==> src/rtl/ctl_ep_pkg.sv <==
package ctl_ep_pkg;
  typedef enum logic [1:0] {
    ADDR_CSR    = 2'd0,
    ADDR_IDX    = 2'd1,
    ADDR_FRM_LO = 2'd2,
    ADDR_FRM_HI = 2'd3
  } reg_addr_e;

  // bit order is firmware-visible
  typedef struct packed {
    logic clr_abort;
    logic clr_rx;
    logic stall_cmd;
    logic abort;
    logic last_pkt;
    logic stall_done;
    logic tx_rdy;
    logic rx_rdy;
  } csr_t;
endpackage

==> src/rtl/ctl_ep_status.sv <==
module ctl_ep_status
  import ctl_ep_pkg::*;
(
  input  logic clk_i,
  input  logic rst_ni,
  input  logic csr_wr_i,
  input  csr_t wdata_i,
  input  logic rx_pkt_done_i,
  input  logic tx_pkt_done_i,
  input  logic stall_sent_i,
  input  logic setup_abort_i,
  input  logic status_stage_done_i,
  output csr_t csr_o
);
  logic stall_cmd_q, abort_q, last_q, stall_done_q, tx_rdy_q, rx_rdy_q;
  logic unused_wr_bits;
  assign unused_wr_bits = ^{wdata_i.abort, wdata_i.rx_rdy};

  always_ff @(posedge clk_i or negedge rst_ni) begin
    if (!rst_ni) begin
      stall_cmd_q  <= 1'b0;
      abort_q      <= 1'b0;
      last_q       <= 1'b0;
      stall_done_q <= 1'b0;
      tx_rdy_q     <= 1'b0;
      rx_rdy_q     <= 1'b0;
    end else begin
      stall_cmd_q <= csr_wr_i & wdata_i.stall_cmd;
      // engine set beats firmware clear
      if (setup_abort_i) abort_q <= 1'b1;
      else if (csr_wr_i && wdata_i.clr_abort) abort_q <= 1'b0;
      if (rx_pkt_done_i) rx_rdy_q <= 1'b1;
      else if (csr_wr_i && wdata_i.clr_rx) rx_rdy_q <= 1'b0;
      if (stall_sent_i) stall_done_q <= 1'b1;
      else if (csr_wr_i && !wdata_i.stall_done) stall_done_q <= 1'b0;
      // firmware set beats engine clear
      if (csr_wr_i && wdata_i.tx_rdy) tx_rdy_q <= 1'b1;
      else if (tx_pkt_done_i) tx_rdy_q <= 1'b0;
      if (csr_wr_i && wdata_i.last_pkt) last_q <= 1'b1;
      else if (status_stage_done_i) last_q <= 1'b0;
    end
  end

  always_comb begin
    csr_o            = '0;
    csr_o.stall_cmd  = stall_cmd_q;
    csr_o.abort      = abort_q;
    csr_o.last_pkt   = last_q;
    csr_o.stall_done = stall_done_q;
    csr_o.tx_rdy     = tx_rdy_q;
    csr_o.rx_rdy     = rx_rdy_q;
  end
endmodule

==> src/rtl/ctl_ep_event.sv <==
module ctl_ep_event #(
  parameter int NUM_SRC = 4
) (
  input  logic               clk_i,
  input  logic               rst_ni,
  input  logic [NUM_SRC-1:0] ev_i,
  input  logic               irq_en_i,
  input  logic               flush_ev_i,
  output logic               irq_o,
  output logic               flush_o
);
  always_ff @(posedge clk_i or negedge rst_ni) begin
    if (!rst_ni) begin
      irq_o   <= 1'b0;
      flush_o <= 1'b0;
    end else begin
      irq_o   <= irq_en_i & (|ev_i);
      flush_o <= flush_ev_i;
    end
  end
endmodule

==> src/rtl/ctl_ep_regs.sv <==
module ctl_ep_regs
  import ctl_ep_pkg::*;
#(
  parameter int NUM_EP  = 6,
  parameter int IDX_W   = 4,
  parameter int FRAME_W = 11
) (
  input  logic               clk_i,
  input  logic               rst_ni,
  input  logic               reg_wr_i,
  input  logic [1:0]         reg_addr_i,
  input  logic [7:0]         reg_wdata_i,
  input  csr_t               csr_i,
  input  logic [FRAME_W-1:0] frame_num_i,
  output logic [IDX_W-1:0]   idx_o,
  output logic [7:0]         rdata_o
);
  localparam logic [IDX_W-1:0] IDX_MAX = IDX_W'(NUM_EP - 1);

  logic [IDX_W-1:0] idx_q;
  logic [15:0]      frm_ext;
  logic             unused_wdata;
  assign unused_wdata = ^reg_wdata_i[7:IDX_W];
  assign frm_ext = 16'(frame_num_i);

  always_ff @(posedge clk_i or negedge rst_ni) begin
    if (!rst_ni) idx_q <= '0;
    else if (reg_wr_i && reg_addr_i == ADDR_IDX && reg_wdata_i[IDX_W-1:0] <= IDX_MAX)
      idx_q <= reg_wdata_i[IDX_W-1:0];
  end

  always_comb begin
    unique case (reg_addr_e'(reg_addr_i))
      ADDR_CSR:    rdata_o = csr_i;
      ADDR_IDX:    rdata_o = 8'(idx_q);
      ADDR_FRM_LO: rdata_o = frm_ext[7:0];
      ADDR_FRM_HI: rdata_o = frm_ext[15:8];
      default:     rdata_o = '0;
    endcase
  end

  assign idx_o = idx_q;
endmodule

==> src/rtl/ctl_ep_csr.sv <==
module ctl_ep_csr
  import ctl_ep_pkg::*;
#(
  parameter int NUM_EP  = 6,
  parameter int IDX_W   = 4,
  parameter int FRAME_W = 11
) (
  input  logic               clk_i,
  input  logic               rst_ni,
  input  logic               reg_wr_i,
  input  logic [1:0]         reg_addr_i,
  input  logic [7:0]         reg_wdata_i,
  output logic [7:0]         reg_rdata_o,
  output logic [IDX_W-1:0]   ep_index_o,
  input  logic [FRAME_W-1:0] frame_num_i,
  input  logic               rx_pkt_done_i,
  input  logic               tx_pkt_done_i,
  input  logic               stall_sent_i,
  input  logic               setup_abort_i,
  input  logic               status_stage_done_i,
  input  logic               irq_en_i,
  output logic               stall_req_o,
  output logic               tx_ready_o,
  output logic               data_end_o,
  output logic               fifo_flush_o,
  output logic               ep0_irq_o
);
  localparam int NUM_SRC = 4;

  csr_t csr_q;
  logic csr_wr;
  assign csr_wr = reg_wr_i && (reg_addr_i == ADDR_CSR);

  ctl_ep_status u_status (
    .clk_i               (clk_i),
    .rst_ni              (rst_ni),
    .csr_wr_i            (csr_wr),
    .wdata_i             (csr_t'(reg_wdata_i)),
    .rx_pkt_done_i       (rx_pkt_done_i),
    .tx_pkt_done_i       (tx_pkt_done_i),
    .stall_sent_i        (stall_sent_i),
    .setup_abort_i       (setup_abort_i),
    .status_stage_done_i (status_stage_done_i),
    .csr_o               (csr_q)
  );

  ctl_ep_event #(.NUM_SRC(NUM_SRC)) u_event (
    .clk_i      (clk_i),
    .rst_ni     (rst_ni),
    .ev_i       ({rx_pkt_done_i, tx_pkt_done_i, stall_sent_i, setup_abort_i}),
    .irq_en_i   (irq_en_i),
    .flush_ev_i (setup_abort_i),
    .irq_o      (ep0_irq_o),
    .flush_o    (fifo_flush_o)
  );

  ctl_ep_regs #(.NUM_EP(NUM_EP), .IDX_W(IDX_W), .FRAME_W(FRAME_W)) u_regs (
    .clk_i       (clk_i),
    .rst_ni      (rst_ni),
    .reg_wr_i    (reg_wr_i),
    .reg_addr_i  (reg_addr_i),
    .reg_wdata_i (reg_wdata_i),
    .csr_i       (csr_q),
    .frame_num_i (frame_num_i),
    .idx_o       (ep_index_o),
    .rdata_o     (reg_rdata_o)
  );

  assign stall_req_o = csr_q.stall_cmd;
  assign tx_ready_o  = csr_q.tx_rdy;
  assign data_end_o  = csr_q.last_pkt;
endmodule

==> config.mk <==
export PLATFORM = sky130hd
export DESIGN_NAME = ctl_ep_csr
export DESIGN_NICKNAME = d
export VERILOG_FILES = /design/src/rtl/ctl_ep_pkg.sv /design/src/rtl/ctl_ep_status.sv /design/src/rtl/ctl_ep_event.sv /design/src/rtl/ctl_ep_regs.sv /design/src/rtl/ctl_ep_csr.sv
export SDC_FILE = /design/constraint.sdc
export NUM_CORES = 1
export LEC_CHECK = 0
export ABC_AREA = 0
export BUFFER_PORTS_ARGS = -buffer_cell sky130_fd_sc_hd__clkbuf_2
export CORE_UTILIZATION = 41
export CTS_BUF_LIST = sky130_fd_sc_hd__clkbuf_16
export CTS_CLUSTER_DIAMETER = 80
export DETAILED_ROUTE_END_ITERATION = 6
export PLACE_DENSITY = 0.92
export SETUP_SLACK_MARGIN = 0.5
export SLEW_MARGIN = 10
export SYNTH_ARGS = -nofsm -noshare
export SYNTH_HDL_FRONTEND = slang
export SYNTH_SLANG_ARGS = --single-unit
==> constraint.sdc <==
create_clock -name clk_i -period 2.41 [get_ports clk_i]
set_input_delay 0.241 -clock clk_i [delete_from_list [all_inputs] [get_ports clk_i]]
set_output_delay 0.241 -clock clk_i [all_outputs]
set_load 0.01 [all_outputs]
* After elaboration in Yosys (flattened, before gate mapping)
Index checks and enable logic that the tools add are counted.
** Word-level totals
- Word-level logic and storage cells :: 42
- Latch bits :: 0
- Bits in registers :: 12
- Memory bits (writable) :: 0
- Memory bits (read-only) :: 0
- Memories kept :: 0
- Bits of input ports :: 30
- Output and inout bits :: 17
** Cells by class
- $lt $le $gt $ge :: 1
- Reductions and logical operators :: 16
- Equality and inequality tests :: 3
- Bitwise gates (word level) :: 2
- Add/subtract/negate cells :: 0
- $mul :: 0
- Divide/modulo/power cells :: 0
- Mux-type cells :: 11
- Shift-type cells :: 0
** Operator list (count)
- $pmux 8 s4 :: 1
- $mux 1 :: 10
- $reduce_bool 2->1 :: 5
- $logic_and 1x1->1 :: 8
- $eq 2x2->1 const B :: 2
- $le 4x3->1 const B :: 1
- $reduce_or 4->1 :: 1
- $and 1x1->1 :: 2
- $eq 2x1->1 const B :: 1
- $logic_not 2->1 :: 1
- $logic_not 1->1 :: 1

* Depth between registers and ports, before layout
- Depth after elaboration :: 5
- Mapped depth :: 4
- Depth with buffers taken out :: 3

* Modules after synthesis
Synthesis repeated with hierarchy kept, for this count alone.
** Unflattened totals
- Cell total of the unflattened synthesis :: 60
- Area, all modules :: 704.4 sq um
** Modules (own cells, without submodules)
- ctl_ep_regs :: area each 347.8 sq um, times used 1, seq. area each 100.1 sq um, cells each 28
- ctl_ep_status :: area each 282.8 sq um, times used 1, seq. area each 150.1 sq um, cells each 28
- ctl_ep_event :: area each 61.3 sq um, times used 1, seq. area each 50.0 sq um, cells each 3
- ctl_ep_csr :: area each 12.5 sq um, times used 1, seq. area each 0.0 sq um, cells each 1

* Least setup slack after synthesis
Ideal clock, no wire load.
- Path type :: input to output
- Start :: input port reg_addr_i[0]
- End :: output port reg_rdata_o[0]
- Data required time :: 2169 ps
- Path buffers :: 1
- Stages :: 2
- Slack :: 1224 ps
- Arrival :: 945 ps
- Cell sequence :: buf_4 > mux4_2
** Between the ends
- Word-level cells in the longest chain between the ends :: 2
- Elaborated cells on any way between the ends :: 5
- Those cells by class :: 3 x eq/ne; 1 x mux; 1 x reduce/logical
** Ends and longest elaborated chain
- start: declaration :: RTL line ctl_ep_csr.sv:11 : input logic [1:0] reg_addr_i,
- $eq 2x2->1 (tied with other cells) :: RTL line ctl_ep_regs.sv:33 : unique case (reg_addr_e'(reg_addr_i))
- $pmux 8 s4 (*) :: RTL line ctl_ep_regs.sv:33
- end: declaration :: RTL line ctl_ep_csr.sv:13 : output logic [7:0] reg_rdata_o,
Mark *: on every way between the ends. The rest lies on a longest branch, timed or not.

* Final worst setup path
- Start :: register u_regs.idx_q[0], in the netlist u_regs.idx_o[0]
- End :: output port reg_rdata_o[0]
** Between the ends
- Word-level cells in the longest chain between the ends :: 1
** Ends and longest elaborated chain
- start: declaration :: RTL line ctl_ep_regs.sv:20 : logic [IDX_W-1:0] idx_q;
- start signal: assignment :: RTL line ctl_ep_regs.sv:29 : idx_q <= reg_wdata_i[IDX_W-1:0];
- $pmux 8 s4 :: RTL line ctl_ep_regs.sv:33
Every way passes these cells.

==> impl_metrics.env <==
export IMPL_cp_max_stage_delay_ns=0.46
export IMPL_ys_ff_latch=12
export IMPL_synth_common_cells="sky130_fd_sc_hd__dfrtp_1, sky130_fd_sc_hd__nand2_1, sky130_fd_sc_hd__a21o_1, sky130_fd_sc_hd__and2_1, sky130_fd_sc_hd__nor2_1"
export IMPL_synth_enable_flop_cells=0
export IMPL_design_final_nets=129
export IMPL_fp_dieArea_mm2=0.00168
export IMPL_fin_crit_period_ns=1.49
export IMPL_gr_usage_all_layers_pct=21.8
export IMPL_area_growth_pct=50.3
export IMPL_layout_core_utilization_pct=68.7
export IMPL_postRouteWirelength_um=1630
export IMPL_ir_worst_vdd_mv=0.521
export IMPL_placedCellCount=108
export IMPL_dp_hpwl_um=1220
export IMPL_startpoint_type="register"
export IMPL_worstPathArrival_ns=1.25
export IMPL_synth_cell_types=18
export IMPL_num_rows=13
export IMPL_post_synth_cell_area_avg_um2=12.5
export IMPL_finish_cell_count_without_fillers=113
export IMPL_number_of_failing_setup_endpoints_in_the_final_timing_report=0
export IMPL_timing_rr_start="u_regs.idx_o[0]$_DFFE_PN0P_"
export IMPL_cts_htree_levels=1
export IMPL_hp_class="primary input to register"
export IMPL_cts_tree="built"
export IMPL_fin_worst_skew_ns=0
export IMPL_route_detailed_drc=0
export IMPL_place_congestion=0.683
export IMPL_cts_made_buffers=3
export IMPL_hold_violations=0
export IMPL_synth_net_count=80
export IMPL_mappedNetlistArea_um2=624
export IMPL_initial_antenna_violation_count=0
export IMPL_synth_most_common_cell="sky130_fd_sc_hd__dfrtp_1"
export IMPL_cts_path_max_buffers=2
export IMPL_final_fill_count=105
export IMPL_core_area_mm2=0.00137
export IMPL_timing_reg2reg_setup_slack_ns=1.63
export IMPL_status="completed"
export IMPL_path_cells="mux4_2 -> clkbuf_2"
export IMPL_detail_route_iter0_violations=9
export IMPL_overflow=0
export IMPL_final_min_period_over_clock_period_pct=62.0
export IMPL_criticalPathCategory="register to primary output"
export IMPL_maximum_number_of_pins_on_one_net_before_global_route_repair=13
export IMPL_drt_pre_antenna_iters=4
export IMPL_synth_yosys_warnings=0
export IMPL_share_of_synthesized_flip_flops_with_an_asynchronous_set_or_reset_pct=100
export IMPL_power_per_cell_area_mw_per_mm2=705
export IMPL_post_cts_buffers=0
export IMPL_synth_top_cells_by_area="sky130_fd_sc_hd__dfrtp_1, sky130_fd_sc_hd__mux4_2, sky130_fd_sc_hd__mux2i_1"
export IMPL_fmaxAchievable_ghz=0.669
export IMPL_post_route_cells_drive_above_1_share_pct=55.1
export IMPL_port_buffers=45
export IMPL_clock_tree_root_cell="sky130_fd_sc_hd__clkbuf_16"
export IMPL_tns_setup_ns=0
export IMPL_critical_path_slowest_cell="sky130_fd_sc_hd__mux4_2"
export IMPL_cts_resized=0
export IMPL_launch_point_of_the_worst_hold_path="setup_abort_i"
export IMPL_count_of_mapped_cells_out_of_synthesis=50
export IMPL_whs_endpoint="u_event.flush_o$_DFF_PN0_"
export IMPL_slew_viol_final=0
export IMPL_timing_max_slew_rel_slack_pct=72.9
export IMPL_detail_route_wl_per_cell_um=14.4
export IMPL_setup_repair_after_global_routing_missed_its_margin="false"
export IMPL_worst_r2r_dst="u_regs.idx_o[0]$_DFFE_PN0P_"
export IMPL_start_util_pct=45.7
export IMPL_post_route_worst_setup_slack_ns=0.916
export IMPL_min_path_cells=1
export IMPL_antenna_cells_inserted=0
export IMPL_detailroute_via_count=572
export IMPL_grt_pass1_vias=469
export IMPL_grt_pass1_wl_um=2230
export IMPL_ys_seq_area_share_pct=48.1
export IMPL_final_antenna_net_count=0
export IMPL_cts_hold_fix_buffers=1
export IMPL_floorplan_die_width_um=41.0
export IMPL_numClockSinks=12
export IMPL_worst_pin_slew_ns=0.405
export IMPL_worst_ep_required_time_ns=2.17
export IMPL_avgViaCountPerCell=5.06
export IMPL_fp_dieH_um=41.0
export IMPL_total_leakage_power_nw=0.481
export IMPL_end_kind="primary output"
export IMPL_total_power_mw=0.662
export IMPL_synth_top_cell_area_share_pct=48.1
export IMPL_yosysTopAreaCell="sky130_fd_sc_hd__dfrtp_1"
export IMPL_reg2regPathDepth=1
export IMPL_crit_path_max_fanout=3
export IMPL_maxCapViolations=0
export IMPL_number_of_primary_i_o_pins=47
export IMPL_worstSkewPairLatency_ns=0.24
export IMPL_cts_reportedPaths_clkPinSlew_ns=0.05
export IMPL_dp_slack_ns=0.957
export IMPL_synth_ff_type="sky130_fd_sc_hd__dfrtp_1"
## logic make-up (layout without fill, tap and decap cells)
kind of cell    Yosys count  in the layout  share of synthesized area, %
simple gates             17             17                          17.8
flops                    12             12                          48.1
compound gates           10             10                          11.8
mux                       7              7                          18.0
buf+inv                   4             52                          4.21
## worst max-delay path by stage
stage	startpoint	endpoint	slack, ns	cells after the start
floorplan	reg_addr_i[0]	reg_rdata_o[0]	1.22	2
global placement	reg_addr_i[0]	reg_rdata_o[0]	0.99	3
detailed placement	reg_addr_i[0]	reg_rdata_o[2]	0.96	3
CTS	u_regs.idx_o[2]$_DFFE_PN0P_	reg_rdata_o[2]	0.91	2
finish	u_regs.idx_o[0]$_DFFE_PN0P_	reg_rdata_o[0]	0.92	2
global route	u_regs.idx_o[2]$_DFFE_PN0P_	reg_rdata_o[2]	0.88	2
## report_power, final
group | internal (mW) | total, mW | leakage, nW | switching (mW)
clock | 0.219 | 0.311 | 0.0385 | 0.0917
combinational | 0.0636 | 0.118 | 0.301 | 0.0539
sequential | 0.220 | 0.234 | 0.142 | 0.0142
## state kept, by name, indices dropped and copies added, names as in the netlist
signal,flops
u_regs.idx_o,4
u_event.flush_o,1
u_status.stall_cmd_q,1
u_status.abort_q,1
u_status.tx_rdy_q,1
u_event.irq_o,1
u_status.rx_rdy_q,1
u_status.stall_done_q,1
u_status.last_q,1
## worst max-delay path: cells and delay by family (launching register included)
kind / cells / cell delay, ns
buffers and inverters: 1 / 0.15
muxes: 1 / 0.46
DFF: 1 / 0.40
## final cells by class
cell class                      instances  area [µm²]  area share (%)
Timing Repair Buffer                   46         235            25.1
Inverter                                2        7.51           0.800
Multi-Input combinational cell         34         298            31.7
Clock buffer                            3        75.1            8.00
Sequential cell                        12         300            32.0
Tap cell                               15        18.8            2.00
Clock inverter                          1        3.75           0.400
## layer usage
metal	global-route usage (%)	share of wire [%]
met2	37.1	54
met4	10.0	0.80
met3	6.52	5.9
met5	0	0
met1	24.6	39
## cells in the final DEF, fill, tap and decap left out
cell type | Yosys | layout
sky130_fd_sc_hd__a21o_1 | 4 | 4
sky130_fd_sc_hd__and2_1 | 4 | 4
sky130_fd_sc_hd__clkbuf_16 | 0 | 3
sky130_fd_sc_hd__clkbuf_2 | 0 | 45
sky130_fd_sc_hd__clkinv_1 | 0 | 1
sky130_fd_sc_hd__dfrtp_1 | 12 | 12
sky130_fd_sc_hd__dlygate4sd3_1 | 0 | 1
sky130_fd_sc_hd__inv_1 | 2 | 2
sky130_fd_sc_hd__mux2_4 | 1 | 1
sky130_fd_sc_hd__mux2i_1 | 3 | 3
sky130_fd_sc_hd__mux4_2 | 3 | 3
sky130_fd_sc_hd__nand2_1 | 5 | 5
sky130_fd_sc_hd__nand2b_1 | 1 | 1
sky130_fd_sc_hd__nand4bb_4 | 1 | 1
sky130_fd_sc_hd__nor2_1 | 4 | 4
sky130_fd_sc_hd__nor2b_1 | 1 | 1
sky130_fd_sc_hd__nor3b_2 | 1 | 1
sky130_fd_sc_hd__o21ai_0 | 3 | 3
sky130_fd_sc_hd__o22a_1 | 2 | 2
sky130_fd_sc_hd__o41a_1 | 1 | 1
## metrics by stage
| stage | cell area (µm²) | hold slack, ns |
|---|---|---|
| global route | 938 | 0.154 |
| detailed placement | 850 | 0.141 |
| floorplan | 624 | -0.0546 |
| global placement | 850 | 0.135 |
| finish | 938 | 0.150 |
| CTS | 938 | 0.144 |
Note: power is estimated with default switching activity, not from simulation.
